## config.mk

```make
export PLATFORM = sky130hd
export DESIGN_NAME = dwflag_unit
export DESIGN_NICKNAME = d
export VERILOG_FILES = /design/src/rtl/dwflag_pkg.sv /design/src/rtl/dwflag_opsel.sv /design/src/rtl/dwflag_adder.sv /design/src/rtl/dwflag_regs.sv /design/src/rtl/dwflag_unit.sv
export SDC_FILE = /design/constraint.sdc
export NUM_CORES = 1
export LEC_CHECK = 0
export ABC_AREA = 1
export BUFFER_PORTS_ARGS = -buffer_cell sky130_fd_sc_hd__buf_2
export CORE_MARGIN = 2
export CORE_UTILIZATION = 45
export CTS_CLUSTER_DIAMETER = 30
export DETAILED_ROUTE_END_ITERATION = 8
export PLACE_DENSITY = 0.67
export SLEW_MARGIN = 10
export SYNTH_ARGS = -nofsm -noshare
export SYNTH_HDL_FRONTEND = slang
export SYNTH_SLANG_ARGS = --single-unit
export TNS_END_PERCENT = 50
```

## constraint.sdc

```tcl
create_clock -name clk -period 6.05 [get_ports clk]
set_input_delay 0.605 -clock clk [delete_from_list [all_inputs] [get_ports clk]]
set_output_delay 0.605 -clock clk [all_outputs]
set_load 0.005 [all_outputs]
```

## src/rtl/dwflag_pkg.sv

```systemverilog
package dwflag_pkg;

    typedef enum logic [2:0] {
        OP_ADD   = 3'd0,
        OP_SUBF  = 3'd1,
        OP_ADDM  = 3'd2,
        OP_SUBFM = 3'd3,
        OP_ADDZ  = 3'd4,
        OP_SUBFZ = 3'd5,
        OP_NEG   = 3'd6,
        OP_ADDNC = 3'd7
    } op_e;

    typedef enum logic [1:0] {
        CIN_ZERO = 2'd0,
        CIN_ONE  = 2'd1,
        CIN_CA   = 2'd2,
        CIN_RSV  = 2'd3
    } cin_e;

    // bit0 ca, bit1 ca32, bit2 ov, bit3 ov32, bit4 so
    typedef struct packed {
        logic so;
        logic ov32;
        logic ov;
        logic ca32;
        logic ca;
    } flags_t;

endpackage

```

## src/rtl/dwflag_opsel.sv

```systemverilog
module dwflag_opsel
    import dwflag_pkg::*;
#(
    parameter int DATA_W = 64
) (
    input  op_e               op,
    input  cin_e              csel,
    input  logic [DATA_W-1:0] a_in,
    input  logic [DATA_W-1:0] b_in,
    input  logic              ca_q,
    output logic [DATA_W-1:0] a_eff,
    output logic [DATA_W-1:0] b_eff,
    output logic              cin,
    output logic              upd_carry,
    output logic              is_neg
);

    logic sel_cin;

    always_comb begin
        unique case (csel)
            CIN_ZERO: sel_cin = 1'b0;
            CIN_ONE:  sel_cin = 1'b1;
            CIN_CA:   sel_cin = ca_q;
            CIN_RSV:  sel_cin = 1'b0;
        endcase
    end

    always_comb begin
        a_eff     = a_in;
        b_eff     = b_in;
        cin       = sel_cin;
        upd_carry = 1'b1;
        is_neg    = 1'b0;
        unique case (op)
            OP_ADD:   begin a_eff = a_in;  b_eff = b_in;        end
            OP_SUBF:  begin a_eff = ~a_in; b_eff = b_in;        end
            OP_ADDM:  begin a_eff = a_in;  b_eff = '1;          end
            OP_SUBFM: begin a_eff = ~a_in; b_eff = '1;          end
            OP_ADDZ:  begin a_eff = a_in;  b_eff = '0;          end
            OP_SUBFZ: begin a_eff = ~a_in; b_eff = '0;          end
            OP_NEG: begin
                a_eff     = ~a_in;
                b_eff     = '0;
                cin       = 1'b1;
                upd_carry = 1'b0;
                is_neg    = 1'b1;
            end
            OP_ADDNC: begin
                a_eff     = a_in;
                b_eff     = b_in;
                cin       = 1'b0;
                upd_carry = 1'b0;
            end
        endcase
    end

endmodule

```

## src/rtl/dwflag_adder.sv

```systemverilog
module dwflag_adder #(
    parameter int DATA_W = 64,
    parameter int LO_W   = 32
) (
    input  logic [DATA_W-1:0] a,
    input  logic [DATA_W-1:0] b,
    input  logic              cin,
    output logic [DATA_W-1:0] sum,
    output logic              c_lo,
    output logic              c_hi,
    output logic              v_lo,
    output logic              v_hi
);

    localparam int HI_W = DATA_W - LO_W;

    logic [LO_W:0] lo_sum;
    logic [HI_W:0] hi_sum;

    // low word first; its carry feeds the high word
    assign lo_sum = {1'b0, a[LO_W-1:0]} + {1'b0, b[LO_W-1:0]}
                  + {{LO_W{1'b0}}, cin};
    assign hi_sum = {1'b0, a[DATA_W-1:LO_W]} + {1'b0, b[DATA_W-1:LO_W]}
                  + {{HI_W{1'b0}}, lo_sum[LO_W]};

    assign sum  = {hi_sum[HI_W-1:0], lo_sum[LO_W-1:0]};
    assign c_lo = lo_sum[LO_W];
    assign c_hi = hi_sum[HI_W];

    assign v_lo = (a[LO_W-1] == b[LO_W-1]) && (sum[LO_W-1] != a[LO_W-1]);
    assign v_hi = (a[DATA_W-1] == b[DATA_W-1]) && (sum[DATA_W-1] != a[DATA_W-1]);

endmodule

```

## src/rtl/dwflag_regs.sv

```systemverilog
module dwflag_regs
    import dwflag_pkg::*;
(
    input  logic   clk,
    input  logic   rst_n,
    input  logic   clr,
    input  logic   wr,
    input  flags_t wdata,
    input  logic   carry_we,
    input  logic   ca_nxt,
    input  logic   ca32_nxt,
    input  logic   ov_we,
    input  logic   ov_nxt,
    input  logic   ov32_nxt,
    output flags_t q
);

    flags_t d;

    always_comb begin
        d = q;
        if (clr) begin
            d = '0;
        end else if (wr) begin
            d = wdata;
        end else begin
            if (carry_we) begin
                d.ca   = ca_nxt;
                d.ca32 = ca32_nxt;
            end
            if (ov_we) begin
                d.ov   = ov_nxt;
                d.ov32 = ov32_nxt;
                d.so   = q.so | ov_nxt;
            end
        end
    end

    always_ff @(posedge clk) begin
        if (!rst_n) q <= '0;
        else        q <= d;
    end

    p_carry_hold_r6: assert property (@(posedge clk) disable iff (!rst_n)
        (!clr && !wr && !carry_we) |=> ($stable(q.ca) && $stable(q.ca32)));

    p_ov_hold_r8: assert property (@(posedge clk) disable iff (!rst_n)
        (!clr && !wr && !ov_we) |=> ($stable(q.ov) && $stable(q.ov32) && $stable(q.so)));

    p_so_sticky_r9: assert property (@(posedge clk) disable iff (!rst_n)
        (q.so && !clr && !wr) |=> q.so);

    p_so_on_ov_r9: assert property (@(posedge clk) disable iff (!rst_n)
        (!clr && !wr && ov_we && ov_nxt) |=> (q.so && q.ov));

    p_clr_all_r11: assert property (@(posedge clk) disable iff (!rst_n)
        clr |=> (q == '0));

endmodule

```

## src/rtl/dwflag_unit.sv

```systemverilog
module dwflag_unit
    import dwflag_pkg::*;
#(
    parameter int DATA_W = 64,
    parameter int LO_W   = 32
) (
    input  logic              clk,
    input  logic              rst_n,
    input  logic              op_valid,
    input  logic [2:0]        op_code,
    input  logic [1:0]        cin_sel,
    input  logic [DATA_W-1:0] op_a,
    input  logic [DATA_W-1:0] op_b,
    input  logic              oe,
    input  logic              mode64,
    input  logic              flag_clr,
    input  logic              flag_wr,
    input  logic [4:0]        flag_wdata,
    output logic [DATA_W-1:0] result,
    output logic              ca,
    output logic              ca32,
    output logic              ov,
    output logic              ov32,
    output logic              so
);

    flags_t            fl_q;
    logic [DATA_W-1:0] a_eff, b_eff, sum;
    logic              cin, upd_carry, is_neg;
    logic              c_lo, c_hi, v_lo, v_hi;
    logic              ov_sel;

    dwflag_opsel #(.DATA_W(DATA_W)) u_sel (
        .op        (op_e'(op_code)),
        .csel      (cin_e'(cin_sel)),
        .a_in      (op_a),
        .b_in      (op_b),
        .ca_q      (fl_q.ca),
        .a_eff     (a_eff),
        .b_eff     (b_eff),
        .cin       (cin),
        .upd_carry (upd_carry),
        .is_neg    (is_neg)
    );

    dwflag_adder #(.DATA_W(DATA_W), .LO_W(LO_W)) u_add (
        .a    (a_eff),
        .b    (b_eff),
        .cin  (cin),
        .sum  (sum),
        .c_lo (c_lo),
        .c_hi (c_hi),
        .v_lo (v_lo),
        .v_hi (v_hi)
    );

    assign ov_sel = mode64 ? v_hi : v_lo;

    dwflag_regs u_regs (
        .clk      (clk),
        .rst_n    (rst_n),
        .clr      (flag_clr),
        .wr       (flag_wr),
        .wdata    (flags_t'(flag_wdata)),
        .carry_we (op_valid && upd_carry),
        .ca_nxt   (mode64 ? c_hi : c_lo),
        .ca32_nxt (c_lo),
        .ov_we    (op_valid && oe),
        .ov_nxt   (ov_sel),
        .ov32_nxt (is_neg ? ov_sel : v_lo),
        .q        (fl_q)
    );

    always_ff @(posedge clk) begin
        if (!rst_n)        result <= '0;
        else if (op_valid) result <= sum;
    end

    assign ca   = fl_q.ca;
    assign ca32 = fl_q.ca32;
    assign ov   = fl_q.ov;
    assign ov32 = fl_q.ov32;
    assign so   = fl_q.so;

    p_mode32_carry_pair_r5: assert property (@(posedge clk) disable iff (!rst_n)
        (op_valid && !mode64 && (op_code < 3'd6) && !flag_clr && !flag_wr)
        |=> (ca == ca32));

    p_neg_ov_pair_r10: assert property (@(posedge clk) disable iff (!rst_n)
        (op_valid && oe && (op_code == 3'd6) && !flag_clr && !flag_wr)
        |=> (ov == ov32));

    p_result_hold_r2: assert property (@(posedge clk) disable iff (!rst_n)
        !op_valid |=> $stable(result));

endmodule

```

# [Word-level counts from Yosys, hierarchy flattened]
# Index checks and enable logic that the tools add are counted.
# Widths: inputs -> output; s select.
[word_totals] regBits=69 inputBits=145 out_inout_bits=69 wordCells=55
[classes] addsub=4 n_eq_ne=14 mux=12 bitwise=3 n_reduce_logical=16
[ops] op="$pmux 64 s3" count=1
[ops] op="$pmux 64 s2" count=1
[ops] op="$add 32x32->33" count=2
[ops] op="$add 33x1->33" count=2
[ops] op="$not 64->64" count=1
[ops] op="$eq 3x3->1 const B" count=4
[ops] op="$reduce_or 2->1" count=4
[ops] op="$reduce_or 4->1" count=2
[ops] op="$eq 3x2->1 const B" count=2
[ops] op="$reduce_or 3->1" count=2
[ops] op="$mux 1" count=5
[ops] op="$mux 5" count=1
[ops] op="$eq 2x2->1 const B" count=2
[ops] op="$logic_and 1x1->1" count=4
[ops] op="$reduce_bool 2->1" count=2
[ops] op="$eq 3x1->1 const B" count=1
[ops] op="$logic_not 3->1" count=1
[ops] op="$mux 3" count=1
[ops] op="$pmux 1 s3" count=1
[ops] op="$eq 1x1->1" count=2
[ops] op="$eq 2x1->1 const B" count=1
[ops] op="$logic_not 2->1" count=1
[ops] op="$mux 2" count=1
[ops] op="$ne 1x1->1" count=2
[ops] op="3 further kinds" count=3

# [Depth between registers and ports, before layout]
# Gate-level depths: netlist of run 1.
[depth] word_depth=12 depth_mapped=32 mapped_depth_nobuf=32

# [By module]
# From an unflattened synthesis of run 1, not the netlist that was laid out.
[hier_totals] cells_unflattened=1621 hier_area_um2=9552.9
[by_module_without_submodules] mod="dwflag_adder" instances=1 cells_each=848 area_each_um2=4549.4
[by_module_without_submodules] mod="dwflag_unit" instances=1 cells_each=293 area_each_um2=2565.0
[by_module_without_submodules] mod="dwflag_opsel" instances=1 cells_each=440 area_each_um2=2185.8
[by_module_without_submodules] mod="dwflag_regs" instances=1 cells_each=40 area_each_um2=252.7

# [Least setup slack after synthesis of run 1]
# Ideal clock, no wire load.
[synth_timing] path_type="input -> register" startpoint="input op_code[1]" endpoint="register result[62]" t_arrival_ns=4.452 required_time_ns=5.941 path_slack_ns=1.489 stages=30 cell_sequence="inv_1 nor2_1 clkbuf_1 o21ai_0 fa_1 inv_1 fa_1 nand3_1 nand2_1 nand3_1 nand2_1 a21boi_1 o21ai_2 nand2_1 nand2_1 fa_1 fa_1 nand3_1 nand2_1 inv_1 nor2_2 nor2_4 inv_2 nand3_1 nand3_2 a21o_1 a21oi_1 o21ai_0 nand2_1 inv_1"
[synth_between] elab_chain_cells=6 elab_cells_between_ends=20 cone_classes="4 x add/sub; 7 x eq/ne; 3 x mux; 6 x reduce/logical"
[synth_rtl] element="start: declaration" line_no="dwflag_unit.sv:10" source="input logic [2:0] op_code,"
[synth_rtl] element="$eq 3x2->1, or another cell as far along" line_no="dwflag_opsel.sv:35" source="unique case (op)"
[synth_rtl] element="$reduce_or 4->1 (no line), or another cell as far along"
[synth_rtl] element="$pmux 64 s2 or $pmux 64 s3 (tied branches)" line_no="dwflag_opsel.sv:35"
[synth_rtl] element="$add 32x32->33" line_no="dwflag_adder.sv:21" source="assign lo_sum = {1'b0, a[LO_W-1:0]} + {1'b0, b[LO_W-1:0]}"
[synth_rtl] element="$add 33x1->33" line_no="dwflag_adder.sv:22" source="+ {{LO_W{1'b0}}, cin};"
[synth_rtl] element="$add 33x1->33 *" line_no="dwflag_adder.sv:24" source="+ {{HI_W{1'b0}}, lo_sum[LO_W]};"
[synth_rtl] element="end signal: assignment" line_no="dwflag_unit.sv:76" source="else if (op_valid) result <= sum;"
[synth_rtl] element="end: declaration" line_no="dwflag_unit.sv:19" source="output logic [DATA_W-1:0] result,"
# Mark *: on every way between the ends. The rest lies on a longest branch, timed or not.
# A chain may end at the register's enable or synchronous reset.

# [Worst setup path after layout of run 1]
[layout_timing] startpoint="input op_code[0]" endpoint="register result[60]"
# The elaborated chain is that of the path after synthesis.

==> metrics.cfg, run 1 <==
[route]
dr.pass1.iters = 5
vias = 8343
ant_nets = 0
wire_per_inst_um = 14.3
drt_iter0_drc = 394
wl_um = 23800
drc = 0
viasPerCell = 5.01

[synth]
synthSimpleGateAreaFrac_pct = 25.0
syn_area_sq_um = 7750
ys_seq_elements = 69
synth.avg_cell_area_sq_um = 6.23
synth-xor-area-share_pct = 12.1
synth.top_cell.area_share_pct = 17.8
synthMuxAreaShare_pct = 0
synth_top_family_by_area = simple AND/OR/NAND/NOR gates
synth.distinct_cells = 46
ys.flop_type = dfxtp_1
synth_compound_gate_area_share_pct = 20.9
synthCells = 1245
yosysWarnings = 0
synth_edf_count = 0
syn_nets = 1457
ys_seq_area_share_pct = 17.8
synthArstFlopShare_pct = 0
synth_area_leaders = dfxtp_1, inv_1, ha_1
synth_fa_ha_area_share_pct = 11.2
yosysTopAreaCell = dfxtp_1

[sta]
final_hold_viol_count = 0
post-route-period-util_pct = 83.6
slew_headroom_pct = 35.6
timing.final.ws_setup_ps = 990
worst_pin_slew_ps = 965
post-route-min-period_ps = 5060
fmax_ghz = 0.198
fin_tns_setup_ps = 0
fin_skew_ps = 5.13
finalMaxSlewViolations = 0
finalSetupViolCount = 0
grt_setup_unrepaired = false
fin_worst_hold_slack_ps = 453

[die]
core.rowCount = 47
core_area_sq_um = 16700
die_h_um = 135
dieArea_sq_um = 18300
initial_core_util_pct = 46.4
num_io_pins = 214
chipWidth_um = 135

[worst_setup_path]
slowest_stage = o21ai_4
slowest_delay_ps = 720
worstPathArrival_ps = 5310
end_kind = flop
required_ps = 6300
path_class = primary input to flop
r2r_setup_slack_ps = 1290
rr_worst_depth = 30
crit_path_frequent_cell = nand2_1
path_max_fanout = 41
worst_setup_path_start_kind = primary input

[global_route]
antenna_found_initial = 1
grt_usage_pct = 25.7
grt_pass1_vias = 7918
grt_pass1_wl_um = 37900
grt_overflow = 0
grt_max_degree = 86

[layout]
seqCellArea_sq_um = 1380
drive_above_1_share_pct = 19.5
nNetsFinal = 1651
fin_area_sq_um = 9350
instances_no_fill = 1664
fillerInstances = 1781
multi_input_area_sq_um = 5380
antenna_cells = 0
area_growth_pct = 20.6

[power]
p_leak_nw = 5.23
peakVddDrop_uv = 131
cellPowerDensity_nw_per_um2 = 248

[hold_path]
hold_depth = 2
hp-class = flop to flop

[cts]
clk_path_buf_depth = 2
root_buffer = clkbuf_16
cts_resized = 0
numCtsBuffers = 9
hold_buffers = 0
htree_num_levels = 3
clk_latency_ps = 350
cts_sinks = 69
cts_tree = yes
clk_pin_slew_ps = 60
post_cts_buffers = 0

[placement]
placedCellCount = 1648
post_dp_cell_area_sq_um = 9030
gp_congestion = 0.942
place.port_buffers = 213
place_ws_ps = 622
post-dp-hpwl_um = 18800

[job]
cap_viol_max_count = 0

[outcome]
outcome = complete, no violations

[through the flow]
stage	utilization [%]	power, mW
after floorplan	-	1.39
after global placement	54.1	1.72
after detailed placement	54.1	1.72
after CTS	56.0	2.32
after global routing	56.0	2.50
final	56.0	2.32
[layout by cell type (no fill, tap or decap), types with 7 or more instances in the layout]
| cell | Yosys | layout |
|---|---|---|
| inv_1 | 222 | 222 |
| buf_2 | 6 | 213 |
| nor2_1 | 181 | 180 |
| nand2_1 | 179 | 179 |
| o21ai_0 | 137 | 137 |
| xnor2_1 | 73 | 73 |
| a21oi_1 | 72 | 72 |
| dfxtp_1 | 69 | 69 |
| ha_1 | 63 | 63 |
| nand3_1 | 41 | 41 |
| xor2_1 | 29 | 29 |
| o21bai_1 | 16 | 16 |
| a21o_1 | 14 | 14 |
| nand2_2 | 14 | 14 |
| nor3_1 | 12 | 12 |
| o221ai_1 | 9 | 9 |
| clkbuf_16 | 0 | 9 |
| buf_4 | 0 | 7 |
[synth_stat cells, drive strengths merged (9+ instances only)]
library cell  instances
ha                   63
o21ai               146
nand3                43
nor3                 15
inv                 227
nor2                185
xor2                 31
xnor2                73
o21bai               17
a21oi                78
a21o                 14
nand2               196
clkbuf               31
dfxtp                69
o221ai                9
[registers in the layout, indices dropped and copies added (netlist names)]
register	cells
u_regs.q	5
result	64
[report_power, final]
group	internal (mW)	total [mW]	switching, mW
clock	0.363	0.591	0.228
combinational	0.460	1.17	0.715
sequential	0.517	0.551	0.0345
[final cells by class]
class,instances,share of cell area (%)
clock buffer,11,2.49
tap,220,2.94
multi-input combinational,910,57.6
inverter,228,9.15
sequential,69,14.8
clock inverter,5,0.910
timing repair buffer,221,12.2
[worst paths after layout]
path,start,to
worst max register to register,u_regs.q[0],result[60]
worst max-delay path,op_code[0],result[60]
worst min register to register,u_regs.q[4],u_regs.q[4]
worst min-delay path,u_regs.q[4],u_regs.q[4]
[critical path: cells and delay by family]
kind | cells | cell delay, ps
simple gates | 15 | 1510
buf+inv | 5 | 370
fa+ha+maj | 4 | 1130
compound gates | 6 | 1650
[cell families (layout without fill, tap and decap cells)]
kind of cell | after synthesis | after routing
flip-flops | 69 | 69
buffers and inverters | 266 | 465
adder cells (fa/ha/maj) | 67 | 67
AND/OR/NAND/NOR | 455 | 455
AO/OA/AOI/OAI | 284 | 284
XOR/XNOR | 104 | 104
[layer usage]
layer | GRT usage, % | vias to the layer above | share of wire (%)
li1 | - | 4357 | -
met5 | 0 | - | 0
met4 | 9.66 | 0 | 3.1
met3 | 2.81 | 47 | 4.1
met1 | 31.5 | 3709 | 44
met2 | 46.1 | 230 | 48
Power figures use the tool's default switching activity.
==> inputs of run 2 (changes only) <==
--- a/config.mk
+++ b/config.mk
@@ -11,7 +11,7 @@
 export CORE_UTILIZATION = 45
 export CTS_CLUSTER_DIAMETER = 30
 export DETAILED_ROUTE_END_ITERATION = 8
-export PLACE_DENSITY = 0.67
+export PLACE_DENSITY = 0.7
 export SLEW_MARGIN = 10
 export SYNTH_ARGS = -nofsm -noshare
 export SYNTH_HDL_FRONTEND = slang
==> constraint.sdc (replaced) <==
create_clock -name clk -period 4.3 [get_ports clk]
set_input_delay 0.43 -clock clk [delete_from_list [all_inputs] [get_ports clk]]
set_output_delay 0.43 -clock clk [all_outputs]
set_load 0.005 [all_outputs]
==> run 2 against run 1 <==
  * Cell count increased by 6.7%
  * Core utilization rose by 6.2 points
  * Design area rose by 11%
  * Critical path type unchanged
  * Largest cell class unchanged
  * Largest power group unchanged
==> metrics.cfg, run 2 (synthesis gave the netlist of run 1 again) <==
[sta]
finalMaxSlewViolations = 0  ; unchanged
worst_pin_slew_ps = 862  ; was 965 ps
post-route-period-util_pct = 95.2
fin_worst_hold_slack_ps = 360  ; was 453 ps
timing.final.ws_setup_ps = 207  ; was 990 ps
post-route-min-period_ps = 4090
fmax_ghz = 0.244
fin_skew_ps = 4.05  ; was 5.13 ps
final_hold_viol_count = 0  ; unchanged
finalSetupViolCount = 0  ; unchanged
slew_headroom_pct = 42.5  ; was 35.6%

[cts]
clk_pin_slew_ps = 60  ; about the same
cts_sinks = 69  ; unchanged
clk_latency_ps = 350  ; about the same
cts_tree = yes  ; unchanged
clk_path_buf_depth = 2  ; unchanged
root_buffer = clkbuf_16  ; unchanged
numCtsBuffers = 9  ; unchanged
htree_num_levels = 3  ; unchanged
hold_buffers = 0  ; unchanged

[worst_setup_path]
worstPathArrival_ps = 4340  ; was 5310 ps
worstReg2RegStart = u_regs.q[0]  ; unchanged
reg2reg_to = result[42]  ; was result[60]
end_kind = flop  ; unchanged
worst_setup_path_start_kind = primary input  ; unchanged
r2r_setup_slack_ps = 290  ; was 1290 ps
path_class = primary input to flop  ; unchanged
required_ps = 4540  ; was 6300 ps
rr_worst_depth = 27  ; was 30
path_max_fanout = 9  ; was 41

[die]
core.rowCount = 47  ; unchanged
die_h_um = 135  ; unchanged
core_area_sq_um = 16700  ; unchanged
num_io_pins = 214  ; unchanged
chipWidth_um = 135  ; unchanged
dieArea_sq_um = 18300  ; unchanged
initial_core_util_pct = 46.4  ; unchanged

[layout]
seqCellArea_sq_um = 1380  ; unchanged
antenna_cells = 0  ; unchanged
drive_above_1_share_pct = 26.9  ; was 19.5%
multi_input_area_sq_um = 5470  ; was 5380 sq um
nNetsFinal = 1763  ; was 1651
largestRegisters = result (64), u_regs.q (5)  ; unchanged
fin_area_sq_um = 10400  ; was 9350 sq um
final_common_cell = inv_1  ; unchanged
fillerInstances = 1651  ; was 1781
largest_reg_flops = 64  ; unchanged
area_growth_pct = 33.9  ; was 20.6%
layout_common_cells = inv_1, buf_2, nor2_1, nand2_1, o21ai_0  ; unchanged
top_register = result  ; unchanged

[global_route]
grt_pass1_vias = 8627  ; was 7918
antenna_found_initial = 0  ; was 1
grt_pass1_wl_um = 39600  ; was 37900 um
grt_overflow = 0  ; unchanged
grt_max_degree = 47  ; was 86
grt_usage_pct = 26.8  ; was 25.7%

[power]
switchingPower_mw = 1.48  ; was 0.977 mW
cellPowerDensity_nw_per_um2 = 341  ; was 248 nW/um^2
peakVddDrop_uv = 199  ; was 131 uV
p_clk_share_pct = 22.6  ; was 25.5%
p_leak_nw = 5.82  ; was 5.23 nW
combPwrFrac_pct = 55.4  ; was 50.7%
swShare_pct = 41.7  ; was 42.2%
p_int_mw = 2.06  ; was 1.34 mW
p_seq_share_pct = 22.0  ; was 23.8%

[route]
ant_nets = 0  ; unchanged
viasPerCell = 5.03  ; was 5.01
dr.pass1.iters = 6  ; was 5
drt_iter0_drc = 510  ; was 394
wl_um = 26000  ; was 23800 um
vias = 8926  ; was 8343
drc = 0  ; unchanged
wire_per_inst_um = 14.6  ; was 14.3 um

[job]
cap_viol_max_count = 0  ; unchanged

[hold_path]
hold_depth = 3  ; was 2
hold_end = u_regs.q[1]  ; was u_regs.q[4]
hold_start = flag_wdata[1]  ; was u_regs.q[4]
hp-class = primary input to flop  ; was flop to flop

[placement]
post_dp_cell_area_sq_um = 9810  ; was 9030 sq um
place_ws_ps = -338  ; was 622 ps
post-dp-hpwl_um = 20000  ; was 18800 um
gp_congestion = 0.923  ; was 0.942
place.port_buffers = 213  ; unchanged

[outcome]
outcome = complete, no violations  ; unchanged

-- run 2: area by class of cell --
class / count / area share (%)
Multi-Input combinational cell: 910 / 52.7
Timing Repair Buffer: 333 / 20.2
Sequential cell: 69 / 13.3
Inverter: 228 / 8.24
Tap cell: 220 / 2.65
Clock buffer: 11 / 2.34
Clock inverter: 5 / 0.579
-- run 2: repair_timing --
item,4_1_cts,5_1_grt
setup buffers,0,9
gates resized for setup,0,33
setup endpoints to repair,0,23
-- run 2: power groups by stage --
stage,Sequential [mW],Combinational [mW],Clock [mW]
after CTS,0.779,1.89,0.809
final,0.780,1.96,0.800
after floorplan,0.791,1.16,0
after global placement,0.792,1.86,0
after detailed placement,0.792,1.88,0
after global routing,0.786,2.18,0.826
-- run 2: per-layer routing --
metal / track usage (%) / up-vias / part of all wire, %
met5: 0 / - / 0
met4: 12.7 / 0 / 4.4
met3: 2.24 / 64 / 4.0
met2: 49.1 / 277 / 49
met1: 31.6 / 4014 / 43
li1: - / 4571 / -
-- run 2: worst max-delay path by stage --
stage	startpoint	to	slack, ps	cells past startpoint
final	op_code[0]	result[42]	210	28
after global placement	cin_sel[0]	result[60]	-280	32
after detailed placement	cin_sel[0]	result[42]	-340	29
after floorplan	op_code[1]	result[62]	2	30
after CTS	cin_sel[0]	result[42]	7	29
after global routing	op_code[0]	result[48]	-70	31
-- run 2: worst max-delay path, stage by stage --
cell and delay, ps:
buf_2 120, inv_1 60, buf_4 140, o21ai_4 160, buf_12 160, buf_12 110
clkbuf_16 140, o21ai_0 70, inv_1 60, ha_1 250, nand2_2 100, o21ai_0 90
o21bai_2 230, a31oi_2 250, nand2_2 100, fa_2 360, fa_2 350, nand3_1 90
nand2_1 70, inv_1 70, nor2_2 40, nor2_4 150, o21bai_4 70, buf_4 150
a21o_1 160, xor2_1 140, o21ai_0 160, inv_1 50
-- run 2: metrics by stage --
| step | setup TNS, ps | instances | utilization (%) | power [mW] |
|---|---|---|---|---|
| 3_3_place_gp | -2640 | 1747 | 58.7 | 2.65 |
| 5_1_grt | -292 | 1776 | 62.2 | 3.79 |
| 6_report | 0 | 1776 | 62.2 | 3.54 |
| 2_1_floorplan | 0 | 1245 | - | 1.95 |
| 4_1_cts | 0 | 1763 | 60.5 | 3.48 |
| 3_5_place_dp | -3990 | 1747 | 58.7 | 2.67 |
